`config.mk`:
```
export PLATFORM = sky130hd
export DESIGN_NAME = emb_op_status
export DESIGN_NICKNAME = d
export VERILOG_FILES = /design/src/rtl/emb_op_status_pkg.sv /design/src/rtl/emb_op_timers.sv /design/src/rtl/emb_op_toggle.sv /design/src/rtl/emb_op_ctrl.sv /design/src/rtl/emb_op_status.sv
export SDC_FILE = /design/constraint.sdc
export NUM_CORES = 1
export LEC_CHECK = 0
export BUFFER_PORTS_ARGS = -buffer_cell sky130_fd_sc_hd__buf_2
export CAP_MARGIN = 20
export CORE_AREA = 2 2 75 91
export CTS_CLUSTER_SIZE = 12
export DETAILED_ROUTE_END_ITERATION = 7
export DIE_AREA = 0 0 77 93
export HOLD_SLACK_MARGIN = 0.1
export PLACE_DENSITY = 0.46
export RECOVER_POWER = 100
export SYNTH_ARGS = -nofsm -noshare
export SYNTH_HDL_FRONTEND = slang
export SYNTH_SLANG_ARGS = --single-unit
export TNS_END_PERCENT = 30
```
`constraint.sdc`:
```
create_clock -name clk -period 1.87 [get_ports clk]
set_input_delay 0.187 -clock clk [delete_from_list [all_inputs] [get_ports clk]]
set_output_delay 0.187 -clock clk [all_outputs]
set_load 0.02 [all_outputs]
```
`src/rtl/emb_op_status_pkg.sv`:
```
package emb_op_status_pkg;

   typedef enum logic [2:0] {
      MD_READ  = 3'd0,
      MD_PROG  = 3'd1,
      MD_ERASE = 3'd2,
      MD_SUSP  = 3'd3,
      MD_SPROG = 3'd4
   } op_mode_e;

   typedef enum logic [2:0] {
      CM_NONE   = 3'd0,
      CM_PROG   = 3'd1,
      CM_ERASE  = 3'd2,
      CM_SUSP   = 3'd3,
      CM_RESUME = 3'd4,
      CM_RESET  = 3'd5
   } op_cmd_e;

   localparam int STAT_T6   = 6;
   localparam int STAT_FAIL = 5;
   localparam int STAT_WIN  = 3;
   localparam int STAT_T2   = 2;

endpackage

```
`src/rtl/emb_op_timers.sv`:
```
module emb_op_timers #(
   parameter int PULSE_LIM = 40,
   parameter int ERASE_WIN = 6
) (
   input  logic clk,
   input  logic rst_n,
   input  logic pcnt_clr,
   input  logic pcnt_run,
   input  logic win_clr,
   input  logic win_run,
   output logic fail,
   output logic win_done
);
   localparam int PCNT_W = $clog2(PULSE_LIM + 1);
   localparam int TMR_W  = $clog2(ERASE_WIN + 1);

   generate
      if (PULSE_LIM < 2) begin : g_bad_lim
         $error("PULSE_LIM must be at least 2");
      end
      if (ERASE_WIN < 1) begin : g_bad_win
         $error("ERASE_WIN must be at least 1");
      end
   endgenerate

   logic [PCNT_W-1:0] pcnt;
   logic [TMR_W-1:0]  tmr;

   assign win_done = (tmr == TMR_W'(ERASE_WIN));

   always_ff @(posedge clk) begin
      if (!rst_n) begin
         pcnt <= '0;
         fail <= 1'b0;
      end else if (pcnt_clr) begin
         pcnt <= '0;
         fail <= 1'b0;
      end else if (pcnt_run && !fail) begin
         pcnt <= pcnt + 1'b1;
         if (pcnt == PCNT_W'(PULSE_LIM - 1))
            fail <= 1'b1;
      end
   end

   always_ff @(posedge clk) begin
      if (!rst_n)
         tmr <= '0;
      else if (win_clr)
         tmr <= '0;
      else if (win_run && !win_done)
         tmr <= tmr + 1'b1;
   end

endmodule

```
`src/rtl/emb_op_toggle.sv`:
```
module emb_op_toggle (
   input  logic clk,
   input  logic rst_n,
   input  logic rd_evt,
   input  logic run6,
   input  logic hit2,
   input  logic clr6,
   input  logic clr2,
   output logic t6,
   output logic t2
);

   always_ff @(posedge clk) begin
      if (!rst_n)
         t6 <= 1'b0;
      else if (clr6)
         t6 <= 1'b0;
      else if (rd_evt && run6)
         t6 <= ~t6;
   end

   always_ff @(posedge clk) begin
      if (!rst_n)
         t2 <= 1'b0;
      else if (clr2)
         t2 <= 1'b0;
      else if (rd_evt && hit2)
         t2 <= ~t2;
   end

endmodule

```
`src/rtl/emb_op_ctrl.sv`:
```
module emb_op_ctrl
   import emb_op_status_pkg::*;
#(
   parameter int SEC_W  = 3,
   parameter int DATA_W = 8,
   localparam int SEC_N = 1 << SEC_W
) (
   input  logic              clk,
   input  logic              rst_n,
   input  logic              cmd_valid,
   input  logic [2:0]        cmd_op,
   input  logic [SEC_W-1:0]  cmd_sec,
   input  logic [DATA_W-1:0] cmd_wdata,
   input  logic [DATA_W-1:0] cmd_cell,
   input  logic              op_done,
   input  logic              win_done,
   input  logic              fail,
   output op_mode_e          mode,
   output logic [SEC_N-1:0]  mask,
   output logic              clr6,
   output logic              clr2,
   output logic              pcnt_clr,
   output logic              win_clr
);

   op_mode_e nxt;
   logic     mask_set, mask_clr, halt_ld, halt, rst_ok;
   logic     c_prog, c_erase, c_susp, c_resume;

   assign c_prog   = cmd_valid && (cmd_op == CM_PROG);
   assign c_erase  = cmd_valid && (cmd_op == CM_ERASE);
   assign c_susp   = cmd_valid && (cmd_op == CM_SUSP);
   assign c_resume = cmd_valid && (cmd_op == CM_RESUME);
   assign rst_ok   = cmd_valid && (cmd_op == CM_RESET) && fail;

   always_comb begin
      nxt      = mode;
      clr6     = 1'b0;
      clr2     = 1'b0;
      pcnt_clr = 1'b0;
      win_clr  = 1'b0;
      mask_set = 1'b0;
      mask_clr = 1'b0;
      halt_ld  = 1'b0;
      case (mode)
         MD_READ: begin
            if (c_prog) begin
               nxt = MD_PROG;  clr6 = 1'b1; clr2 = 1'b1;
               pcnt_clr = 1'b1; halt_ld = 1'b1;
            end else if (c_erase) begin
               nxt = MD_ERASE; clr6 = 1'b1; clr2 = 1'b1;
               pcnt_clr = 1'b1; win_clr = 1'b1; mask_set = 1'b1;
            end
         end
         MD_PROG: begin
            if (rst_ok) begin
               nxt = MD_READ; pcnt_clr = 1'b1;
            end else if (op_done && !fail && !halt) begin
               nxt = MD_READ;
            end
         end
         MD_ERASE: begin
            if (rst_ok) begin
               nxt = MD_READ; pcnt_clr = 1'b1; mask_clr = 1'b1;
            end else if (c_erase && !win_done) begin
               mask_set = 1'b1; win_clr = 1'b1;
            end else if (c_susp && win_done && !fail) begin
               nxt = MD_SUSP;
            end else if (op_done && win_done && !fail) begin
               nxt = MD_READ; mask_clr = 1'b1;
            end
         end
         MD_SUSP: begin
            if (c_resume) begin
               nxt = MD_ERASE; pcnt_clr = 1'b1;
            end else if (c_prog) begin
               nxt = MD_SPROG; clr6 = 1'b1; pcnt_clr = 1'b1; halt_ld = 1'b1;
            end
         end
         MD_SPROG: begin
            if (rst_ok) begin
               nxt = MD_SUSP; pcnt_clr = 1'b1;
            end else if (op_done && !fail && !halt) begin
               nxt = MD_SUSP;
            end
         end
         default: nxt = MD_READ;
      endcase
   end

   always_ff @(posedge clk) begin
      if (!rst_n)
         mode <= MD_READ;
      else
         mode <= nxt;
   end

   always_ff @(posedge clk) begin
      if (!rst_n)
         halt <= 1'b0;
      else if (halt_ld)
         halt <= |(cmd_wdata & ~cmd_cell);
   end

   genvar gi;
   generate
      for (gi = 0; gi < SEC_N; gi++) begin : g_sec
         always_ff @(posedge clk) begin
            if (!rst_n)
               mask[gi] <= 1'b0;
            else if (mask_clr)
               mask[gi] <= 1'b0;
            else if (mask_set && (cmd_sec == SEC_W'(gi)))
               mask[gi] <= 1'b1;
         end
      end
   endgenerate

endmodule

```
`src/rtl/emb_op_status.sv`:
```
module emb_op_status
   import emb_op_status_pkg::*;
#(
   parameter int SEC_W     = 3,
   parameter int ADDR_W    = 12,
   parameter int DATA_W    = 8,
   parameter int PULSE_LIM = 40,
   parameter int ERASE_WIN = 6,
   parameter bit CE_COUNTS = 1'b1
) (
   input  logic              clk,
   input  logic              rst_n,
   input  logic              rd_oe,
   input  logic              rd_ce,
   input  logic [ADDR_W-1:0] rd_addr,
   input  logic              cmd_valid,
   input  logic [2:0]        cmd_op,
   input  logic [SEC_W-1:0]  cmd_sec,
   input  logic [DATA_W-1:0] cmd_wdata,
   input  logic [DATA_W-1:0] cmd_cell,
   input  logic              op_done,
   output logic [7:0]        stat_byte,
   output logic              array_sel
);
   localparam int SEC_N = 1 << SEC_W;

   generate
      if (ADDR_W <= SEC_W) begin : g_bad_addr
         $error("ADDR_W must exceed SEC_W");
      end
   endgenerate

   op_mode_e           mode;
   logic [SEC_N-1:0]   mask;
   logic [SEC_W-1:0]   rd_sec;
   logic               rd_evt, sel_hit;
   logic               clr6, clr2, pcnt_clr, win_clr;
   logic               fail, win_done, t6, t2;
   logic               run6, hit2, pcnt_run, win_run, erase_seen;

   generate
      if (CE_COUNTS) begin : g_rd_both
         assign rd_evt = rd_oe | rd_ce;
      end else begin : g_rd_oe
         assign rd_evt = rd_oe;
      end
   endgenerate

   assign rd_sec  = rd_addr[ADDR_W-1 -: SEC_W];
   assign sel_hit = mask[rd_sec];

   assign run6       = (mode == MD_PROG) || (mode == MD_SPROG) || (mode == MD_ERASE);
   assign erase_seen = (mode == MD_ERASE) || (mode == MD_SUSP) || (mode == MD_SPROG);
   assign hit2       = erase_seen && sel_hit;
   assign pcnt_run   = (mode == MD_PROG) || (mode == MD_SPROG) ||
                       ((mode == MD_ERASE) && win_done);
   assign win_run    = (mode == MD_ERASE);

   emb_op_ctrl #(.SEC_W(SEC_W), .DATA_W(DATA_W)) ctrl_i (
      .clk(clk), .rst_n(rst_n),
      .cmd_valid(cmd_valid), .cmd_op(cmd_op), .cmd_sec(cmd_sec),
      .cmd_wdata(cmd_wdata), .cmd_cell(cmd_cell), .op_done(op_done),
      .win_done(win_done), .fail(fail),
      .mode(mode), .mask(mask),
      .clr6(clr6), .clr2(clr2), .pcnt_clr(pcnt_clr), .win_clr(win_clr)
   );

   emb_op_timers #(.PULSE_LIM(PULSE_LIM), .ERASE_WIN(ERASE_WIN)) tmr_i (
      .clk(clk), .rst_n(rst_n),
      .pcnt_clr(pcnt_clr), .pcnt_run(pcnt_run),
      .win_clr(win_clr), .win_run(win_run),
      .fail(fail), .win_done(win_done)
   );

   emb_op_toggle tog_i (
      .clk(clk), .rst_n(rst_n), .rd_evt(rd_evt),
      .run6(run6), .hit2(hit2), .clr6(clr6), .clr2(clr2),
      .t6(t6), .t2(t2)
   );

   always_comb begin
      array_sel = (mode == MD_READ) || ((mode == MD_SUSP) && !sel_hit);
      stat_byte = 8'h00;
      if (!array_sel) begin
         stat_byte[STAT_T6]   = t6;
         stat_byte[STAT_FAIL] = fail;
         stat_byte[STAT_WIN]  = erase_seen && win_done;
         stat_byte[STAT_T2]   = t2;
      end
   end

endmodule

```
==> results of run 1 <==
-- worst max-delay path: stages, from the launching register on --
cell and delay (ns):
dfxtp_2 0.33, mux4_2 0.50, mux2i_4 0.20, a21oi_2 0.10, and2_1 0.16, buf_6 0.13
-- per-layer routing --
| metal | track usage | vias up |
|---|---|---|
| met2 | 0.189 | 33 |
| met3 | 0.00965 | 2 |
| met5 | 0 | - |
| met4 | 0.0268 | 0 |
| met1 | 0.155 | 683 |
| li1 | - | 746 |
-- registers in the layout, indices dropped and copies added, names as in the netlist --
name,flops
tog_i.t2,1
ctrl_i.mask,8
tmr_i.pcnt,6
tmr_i.tmr,3
tog_i.t6,1
tmr_i.fail,1
ctrl_i.mode,3
ctrl_i.halt,1
-- stage by stage --
| stage | instances | setup WS (ns) | TNS (ns) | cell area (sq um) |
|---|---|---|---|---|
| global route | 313 | -0.0740 | -0.941 | 1960 |
| global placement | 308 | 0.101 | 0 | 1840 |
| floorplan | 193 | 0.168 | 0 | 1610 |
| CTS | 313 | -0.0272 | -0.101 | 1960 |
| finish | 313 | -0.00218 | -0.00218 | 1960 |
| detailed placement | 308 | 0.0599 | 0 | 1840 |
-- layout make-up --
type,instances,share of cell area
multi-input combinational,143,0.510
sequential,24,0.248
timing repair buffer,41,0.120
tap,85,0.0543
inverter,16,0.0307
clock buffer,3,0.0211
clock inverter,1,0.0153
-- logic make-up (layout without fill, tap and decap cells) --
kind of cell | after synthesis | count (layout) | share of synthesized area
simple gates | 76 | 76 | 0.262
other cells | 1 | 4 | 0.00235
flops | 24 | 24 | 0.301
buf+inv | 26 | 61 | 0.0895
fa+ha+maj | 3 | 3 | 0.0236
mux | 7 | 7 | 0.0597
xor+xnor | 11 | 11 | 0.0604
compound gates | 42 | 42 | 0.201
-- synthesized netlist by cell type (2+ instances only) --
library cell  instances  area, sq um
nor2_1               28          105
dfxtp_1              24          480
inv_1                16         60.1
a21oi_1              12         60.1
nand2_1               9         33.8
xnor2_1               7         61.3
buf_4                 6         45.0
nor2b_1               6         37.5
nor3_1                6         30.0
mux2i_1               5         50.1
a31oi_1               4         25.0
nand3_1               4         20.0
o21ai_0               4         20.0
xor2_1                4         35.0
and4b_1               3         30.0
buf_6                 3         33.8
ha_1                  3         37.5
nand3b_1              3         22.5
a21boi_0              2         15.0
a221oi_1              2         17.5
and2_1                2         12.5
and3b_1               2         17.5
mux4_2                2         45.0
nand4_1               2         12.5
nor3b_1               2         15.0
nor4bb_1              2         20.0
o211a_1               2         20.0
o22ai_1               2         12.5
o311ai_4              2         52.6
-- what timing repair did --
| action | 4_1_cts | 5_1_grt |
|---|---|---|
| pin swaps | 4 | 0 |
| endpoints found under the setup margin | 5 | 19 |
| cloned | 0 | 0 |
| resized for setup | 14 | 4 |
| setup buffers | 1 | 0 |
-- placed cells by master (no fill, tap or decap), types with 3 or more instances in the layout --
cell type and instances:
nor2b_1 6, nor2_1 28, nor3_2 3, xnor2_1 7
o21ai_0 5, dfxtp_2 4, nand3b_1 3, nand3_1 4
conb_1 4, clkbuf_8 3, a21oi_1 11, ha_1 3
xor2_1 4, dfxtp_1 20, buf_4 7, mux2i_1 4
buf_2 31, nand2_1 9, nor3_1 4, and4b_1 3
inv_1 15, a31oi_1 4
-- power groups by stage --
stage / clock network, mW / logic, mW / registers [mW]
2_1_floorplan: 0 / 0.265 / 0.557
5_1_grt: 0.502 / 0.397 / 0.554
3_3_place_gp: 0 / 0.353 / 0.562
6_report: 0.468 / 0.361 / 0.550
4_1_cts: 0.480 / 0.366 / 0.550
3_5_place_dp: 0 / 0.355 / 0.561
-- final timing paths --
kind,from,end,slack [ns],cells after the start
min,cmd_sec[1],ctrl_i.mask[7]$_SDFFE_PP0P_,0.23,3
max reg2reg,tmr_i.tmr[0]$_SDFFE_PP0P_,ctrl_i.mode[1]$_SDFFE_PN0P_,0.10,7
max,ctrl_i.mask[3]$_SDFFE_PP0P_,stat_byte[6],-0.002,5
min reg2reg,ctrl_i.mask[3]$_SDFFE_PP0P_,ctrl_i.mask[3]$_SDFFE_PP0P_,0.46,2
==> out/results.ini, run 1 <==
[pwr]
sw_frac_of_total=0.295
ir_drop_uv=328
power_leakage_nw=0.819
switching_power_uw=407
internal-power_uw=972
power_mw=1.38
p_per_area_nw_per_um2=705
clockPowerShare=0.340
p_seq_frac=0.399
combPwrFrac=0.262

[global_route]
grt-ovfl-total=0
antenna_found_initial=0
grt_pass1_vias=1412
grt_start_max_net_pins=17
grt_usage=0.112
grt_pass1_wl_mm=6.64

[yosys]
async_reset_ff_frac=0
synth_cells=190
synth_seq_area_share=0.301
syn_avg_cell_area_sq_um=8.39
syn_area_sq_um=1590
ys_ff_latch=24
ys_types=50
ys.flop_type=dfxtp_1
synth-edff-count=0
yosysWarnings=0

[clock_tree]
clock-sinks=24
clock_latency_ns=0.27
cts-root-buf=clkbuf_8
cts_made_buffers=3
cts_max_path_buffers=2
cts_tree=done
cts_hold_buf=0
clk_pin_slew_worst_paths_ns=0.09
htreeDepth=1

[final_layout]
antenna_cells=0
utilization=0.309
nets=272
area_delta_synth_final_pct=22.8
drive_gt1_frac=0.276
fillers=710
multi_input_area_sq_um=998
seq_area_sq_um=485

[status]
status=finished, violations left
violations=setup timing

[placement]
place_hpwl_mm=2.94
io_buffers=35
gp_congestion=0.787

[worst_setup_path]
worstSetupPathType=flop to output pin
crit_fanout=3
crit_arrival_ns=1.69
required_ns=1.68
end_kind=output pin
critPathLaunchType=flop

[timing]
fin_crit_sh=1.00
slew_viol_final=0
fin_crit_ns=1.87
rsz0062_at_grt=true
clock.fmax_mhz=534
finalClockSkew_ns=0.00440
postLayoutSetupSlackWorst_ns=-0.00218
relSlewSlack=0.609
setup_violations=1
hold_ws_ns=0.227
max_slew.worst_pin.slew_ns=0.585
hold_viol=0

[floorplan]
die_area_sq_um=7160
dieHeight_um=93
io_pins=49
start_util=0.252
core_area_sq_um=6330
rows=32
die_x_um=77

[routing]
m1WireLength_mm=1.85
drt_iter0_drc=70
wirelength_mm=3.81
dr_wl_met3_um=138
vias_per_cell=4.68
top_layer=met4
wl_per_cell_um=12.2
route.detailed.drc=0
num_vias=1464
ant_nets=0
dr.pass1.iters=4
dr_wl_met2_mm=1.79

[hold_path]
worstHoldPathType=input port to flop

[job]
drv_cap=0

Power figures use the tool's default switching activity.
==> run 2: changes to the inputs <==
--- a/config.mk
+++ b/config.mk
@@ -14,6 +14,7 @@
 export HOLD_SLACK_MARGIN = 0.1
 export PLACE_DENSITY = 0.46
 export RECOVER_POWER = 100
+export SKIP_LAST_GASP = 1
 export SYNTH_ARGS = -nofsm -noshare
 export SYNTH_HDL_FRONTEND = slang
 export SYNTH_SLANG_ARGS = --single-unit
==> run 2 against run 1 <==
The flow still finishes with violations (setup timing); total power is 0.41% higher; sequential power hardly changed; sequential cell count stayed put; core utilization is 0.16 points higher; wire length is 0.16% lower; count of clock-buffer cells in the layout stayed put; critical path depth stayed put; clock skew is 0.0023 ns lower; worst hold slack worse by 0.0012 ns; non-clock buffer count stayed put; maximum frequency is 0.14% lower; critical endpoint unchanged.
==> out/results.ini, run 2 (synthesis results as in run 1) <==
[status]
status=finished, violations left  ; unchanged
violations=setup timing  ; unchanged

[clock_tree]
clock_latency_ns=0.27  ; about the same
cts_tree=done  ; unchanged
cts_max_path_buffers=2  ; unchanged
clk_pin_slew_worst_paths_ns=0.09  ; about the same
htreeDepth=1  ; unchanged
cts-root-buf=clkbuf_8  ; unchanged
cts_made_buffers=3  ; unchanged
clock-sinks=24  ; unchanged

[floorplan]
die_area_sq_um=7160  ; unchanged
die_x_um=77  ; unchanged
rows=32  ; unchanged
core_area_sq_um=6330  ; unchanged
start_util=0.252  ; unchanged
io_pins=49  ; unchanged
dieHeight_um=93  ; unchanged

[routing]
drt_iter0_drc=74  ; was 70
ant_nets=0  ; unchanged
num_vias=1459  ; was 1464
route.detailed.drc=0  ; unchanged
vias_per_cell=4.66  ; was 4.68
wirelength_mm=3.80  ; was 3.81 mm
wl_per_cell_um=12.2  ; about the same
dr.pass1.iters=4  ; unchanged

[timing]
rsz0062_at_grt=true  ; unchanged
hold_viol=0  ; unchanged
fin_crit_ns=1.87  ; about the same
tns_ns=-0.00476  ; was -0.00218 ns
fin_crit_sh=1.00  ; about the same
slew_viol_final=0  ; unchanged
postLayoutSetupSlackWorst_ns=-0.00476  ; was -0.00218 ns
clock.fmax_mhz=533  ; was 534 MHz
setup_violations=1  ; unchanged
finalClockSkew_ns=0.00208  ; was 0.00440 ns

[final_layout]
top_register=ctrl_i.mask  ; unchanged
mostFrequentLayoutCells=buf_2 (32), nor2_1 (28), dfxtp_1 (20)  ; was buf_2 (31), nor2_1 (28), dfxtp_1 (20)
antenna_cells=0  ; unchanged
largestRegisters=ctrl_i.mask (8), tmr_i.pcnt (6)  ; unchanged
fillers=710  ; unchanged
final_common_cell=buf_2  ; unchanged
largest_reg_flops=8  ; unchanged
drive_gt1_frac=0.276  ; unchanged
area_delta_synth_final_pct=23.4  ; was 22.8%
stdcell_count=313  ; unchanged
nets=272  ; unchanged

[pwr]
p_per_area_nw_per_um2=704  ; was 705 nW/um^2
power_leakage_nw=0.821  ; was 0.819 nW
ir_drop_uv=333  ; was 328 uV

[worst_setup_path]
critPathLaunchType=flop  ; unchanged
worstSetupPathType=flop to output pin  ; unchanged
crit_fanout=3  ; unchanged
slowest_stage=mux4_2  ; unchanged
r2r_slack_ns=0.10  ; about the same
worst_r2r_path_depth=7  ; unchanged
end_kind=output pin  ; unchanged
required_ns=1.68  ; about the same
path_cells=mux4_2 > mux2i_4 > a21oi_2 > and2_1 > buf_6  ; unchanged
crit_path_max_incr_delay_ns=0.50  ; about the same
crit_arrival_ns=1.69  ; about the same

[global_route]
grt_usage=0.112  ; unchanged
antenna_found_initial=0  ; unchanged
grt_start_max_net_pins=17  ; unchanged
grt_pass1_vias=1412  ; unchanged
grt-ovfl-total=0  ; unchanged
grt_pass1_wl_mm=6.64  ; unchanged

[placement]
pre_cts_ws_ns=0.0599  ; unchanged
gp_congestion=0.787  ; unchanged
dp_cells=308  ; unchanged
io_buffers=35  ; unchanged
place_hpwl_mm=2.94  ; unchanged

[job]
drv_cap=0  ; unchanged

[hold_path]
whs_path_depth=3  ; unchanged
worstHoldPathType=input port to flop  ; unchanged

## run 2: cell count changes in the layout (fill, tap and decap cells not counted), sizes merged
cell / before / now
buf: 40 / 41
clkbuf: 4 / 3
## run 2: layer usage
layer / global-route usage / up-vias / part of all wire
met2: 0.189 / 49 / 0.47
met3: 0.00965 / 2 / 0.051
met4: 0.0268 / 0 / 0.0079
met1: 0.155 / 659 / 0.47
li1: - / 749 / -
met5: 0 / - / 0
## run 2: stage by stage
| stage | util | hold WS (ns) | instance area [sq um] | total power, mW |
|---|---|---|---|---|
| 6_report | 0.311 | 0.226 | 1970 | 1.38 |
| 5_1_grt | 0.311 | 0.273 | 1970 | 1.46 |
| 4_1_cts | 0.310 | 0.219 | 1960 | 1.40 |
| 3_5_place_dp | 0.291 | 0.457 | 1840 | 0.916 |
| 3_3_place_gp | 0.291 | 0.451 | 1840 | 0.916 |
| 2_1_floorplan | - | 0.336 | 1610 | 0.822 |
## run 2: final timing paths
kind	end	startpoint
setup / recovery	stat_byte[6]	ctrl_i.mask[3]$_SDFFE_PP0P_
hold / removal	ctrl_i.mask[7]$_SDFFE_PP0P_	cmd_sec[1]
setup reg to reg	ctrl_i.mode[1]$_SDFFE_PN0P_	tmr_i.tmr[0]$_SDFFE_PP0P_
hold reg to reg	ctrl_i.mask[3]$_SDFFE_PP0P_	ctrl_i.mask[3]$_SDFFE_PP0P_
## run 2: area by class of cell
cell class	instances	area [sq um]	area share
clock inverters	1	30.0	0.0153
well taps	85	106	0.0541
inverters	16	60.1	0.0305
clock buffers	3	41.3	0.0210
multi-input cells	143	1010	0.513
repair buffers	41	235	0.120
flip-flops and latches	24	485	0.247
## run 2: power breakdown
group	switching, mW	internal, mW
combinational	0.210	0.158
sequential	0.0185	0.531
clock	0.181	0.286
## run 2: repair_timing
| action | in CTS | in global routing |
|---|---|---|
| hold buffers | 0 | 0 |
| gates resized for setup | 14 | 1 |
| endpoints found under the setup margin | 5 | 19 |
| setup buffers | 1 | 0 |
| gates cloned | 0 | 0 |
| pin swaps | 4 | 0 |
## run 2: worst max-delay path: cells and delay by family (launching register included)
family,cells,cell delay [ns]
and+or+nand+nor,1,0.16
AOI/OAI and AO/OA,1,0.10
muxes,2,0.70
DFF,1,0.33
buffers and inverters,1,0.13
==> run 3: changes to the inputs <==
==> constraint.sdc (replaced) <==
create_clock -name clk -period 1.87 [get_ports clk]
set_input_delay 0.187 -clock clk [delete_from_list [all_inputs] [get_ports clk]]
set_output_delay 0.187 -clock clk [all_outputs]
set_load 0.1 [all_outputs]
==> run 3 against run 2 <==
The flow still finishes with violations (setup timing); count of clock-buffer cells in the layout stayed put; core utilization is 1.1 points higher; sequential share of layout area is 1.0 points lower; die area stayed put; critical path depth is 1 higher; sequential cell count stayed put; critical path type unchanged; highest routed layer unchanged.
==> out/results.ini, run 3 (synthesis results as in run 1) <==
[global_route]
grt-ovfl-total=0  ; unchanged
grt_start_max_net_pins=15  ; was 17
antenna_found_initial=0  ; unchanged
grt_pass1_wl_mm=6.20  ; was 6.64 mm
grt_pass1_vias=1411  ; was 1412
grt_usage=0.105  ; was 0.112

[final_layout]
mostFrequentLayoutCells=buf_2 (30), nor2_1 (27), dfxtp_1 (23)  ; was buf_2 (32), nor2_1 (28), dfxtp_1 (20)
antenna_cells=0  ; unchanged
seq_area_sq_um=482  ; was 485 sq um
largest_reg_flops=8  ; unchanged
multi_input_area_sq_um=1010  ; about the same
drive_gt1_frac=0.257  ; was 0.276
area_delta_synth_final_pct=27.6  ; was 23.4%
largestRegisters=ctrl_i.mask (8), tmr_i.pcnt (6)  ; unchanged
final_common_cell=buf_2  ; unchanged
stdcell_count=315  ; was 313
top_register=ctrl_i.mask  ; unchanged
nets=274  ; was 272
fillers=716  ; was 710

[routing]
wirelength_mm=3.57  ; was 3.80 mm
dr.pass1.iters=4  ; unchanged
vias_per_cell=4.59  ; was 4.66
num_vias=1446  ; was 1459
route.detailed.drc=0  ; unchanged
drt_iter0_drc=58  ; was 74
ant_nets=0  ; unchanged
wl_per_cell_um=11.3  ; was 12.2 um

[floorplan]
start_util=0.252  ; unchanged
die_area_sq_um=7160  ; unchanged
core_area_sq_um=6330  ; unchanged
die_x_um=77  ; unchanged
rows=32  ; unchanged
dieHeight_um=93  ; unchanged
io_pins=49  ; unchanged

[worst_setup_path]
required_ns=1.68  ; about the same
end_kind=output pin  ; unchanged
worstSetupPathType=flop to output pin  ; unchanged
crit_fanout=3  ; unchanged
crit_arrival_ns=1.76  ; was 1.69 ns
critPathLaunchType=flop  ; unchanged

[job]
drv_cap=0  ; unchanged

[placement]
gp_congestion=0.736  ; was 0.787
io_buffers=35  ; unchanged
place_hpwl_mm=2.84  ; was 2.94 mm
dp_cells=310  ; was 308

[timing]
setup_violations=5  ; was 1
finalClockSkew_ns=0.00559  ; was 0.00208 ns
fin_crit_ns=1.95  ; was 1.87 ns
clock.fmax_mhz=514  ; was 533 MHz
hold_viol=0  ; unchanged
slew_viol_final=0  ; unchanged
postLayoutSetupSlackWorst_ns=-0.0761  ; was -0.00476 ns
hold_ws_ns=0.212  ; was 0.226 ns
fin_crit_sh=1.04  ; was 1.00
rsz0062_at_grt=true  ; unchanged

[clock_tree]
cts_made_buffers=3  ; unchanged
cts_hold_buf=0  ; unchanged
cts_max_path_buffers=2  ; unchanged
clock_latency_ns=0.27  ; about the same
cts-root-buf=clkbuf_8  ; unchanged
clock-sinks=24  ; unchanged
htreeDepth=1  ; unchanged
clk_pin_slew_worst_paths_ns=0.09  ; about the same
cts_tree=done  ; unchanged

[status]
status=finished, violations left  ; unchanged
violations=setup timing  ; unchanged

[pwr]
p_per_area_nw_per_um2=724  ; was 704 nW/um^2
power_leakage_nw=0.852  ; was 0.821 nW
ir_drop_uv=317  ; was 333 uV

[hold_path]
worstHoldPathType=input port to flop  ; unchanged

==> run 3: per-layer routing <==
layer | track usage | up-vias | wire [um]
li1 | - | 746 | -
met4 | 0.0402 | 0 | 58
met5 | 0 | - | 0
met2 | 0.173 | 45 | 1600
met1 | 0.138 | 651 | 1740
met3 | 0.0154 | 4 | 165
==> run 3: layout make-up <==
type	count	area share
Multi-Input combinational cell	143	0.498
Clock buffer	3	0.0203
Timing Repair Buffer	43	0.149
Inverter	16	0.0295
Tap cell	85	0.0523
Sequential cell	24	0.237
Clock inverter	1	0.0148
==> run 3: repair_timing <==
action,CTS,global route
setup endpoints to repair,5,6
pin swaps,1,0
gates resized for setup,4,1
buffers inserted,1,0
==> run 3: stage by stage <==
stage          setup WS [ns]  TNS [ns]  total power [mW]   util  instance area, sq um
2_1_floorplan         -0.521    -0.887             0.905      -                  1620
3_3_place_gp          0.0475         0              1.03  0.308                  1950
3_5_place_dp         -0.0172   -0.0172              1.03  0.308                  1950
4_1_cts              -0.0903    -0.360              1.50  0.323                  2050
5_1_grt               -0.166    -0.825              1.55  0.322                  2030
6_report             -0.0761    -0.305              1.47  0.322                  2030
==> run 3: path summary, 6_finish.rpt <==
check,start,end,slack [ns],cells past startpoint
max,ctrl_i.mask[7]$_SDFFE_PP0P_,stat_byte[3],-0.08,6
min,cmd_sec[1],ctrl_i.mask[6]$_SDFFE_PP0P_,0.21,3
max reg2reg,tmr_i.tmr[0]$_SDFFE_PP0P_,ctrl_i.mode[1]$_SDFFE_PN0P_,0.08,7
min reg2reg,ctrl_i.mask[6]$_SDFFE_PP0P_,ctrl_i.mask[6]$_SDFFE_PP0P_,0.47,2
==> run 3: power breakdown <==
group	internal (mW)	total (mW)	leakage, nW	switching, mW
combinational	0.173	0.460	0.622	0.286
sequential	0.531	0.551	0.194	0.0205
clock	0.286	0.462	0.0357	0.176
==> run 3: worst max-delay path, stage by stage, from the launching register on <==
cell	delay, ns
dfxtp_1	0.32
mux4_2	0.49
mux2i_4	0.19
a21oi_2	0.10
inv_2	0.16
nor3_4	0.06
buf_12	0.17
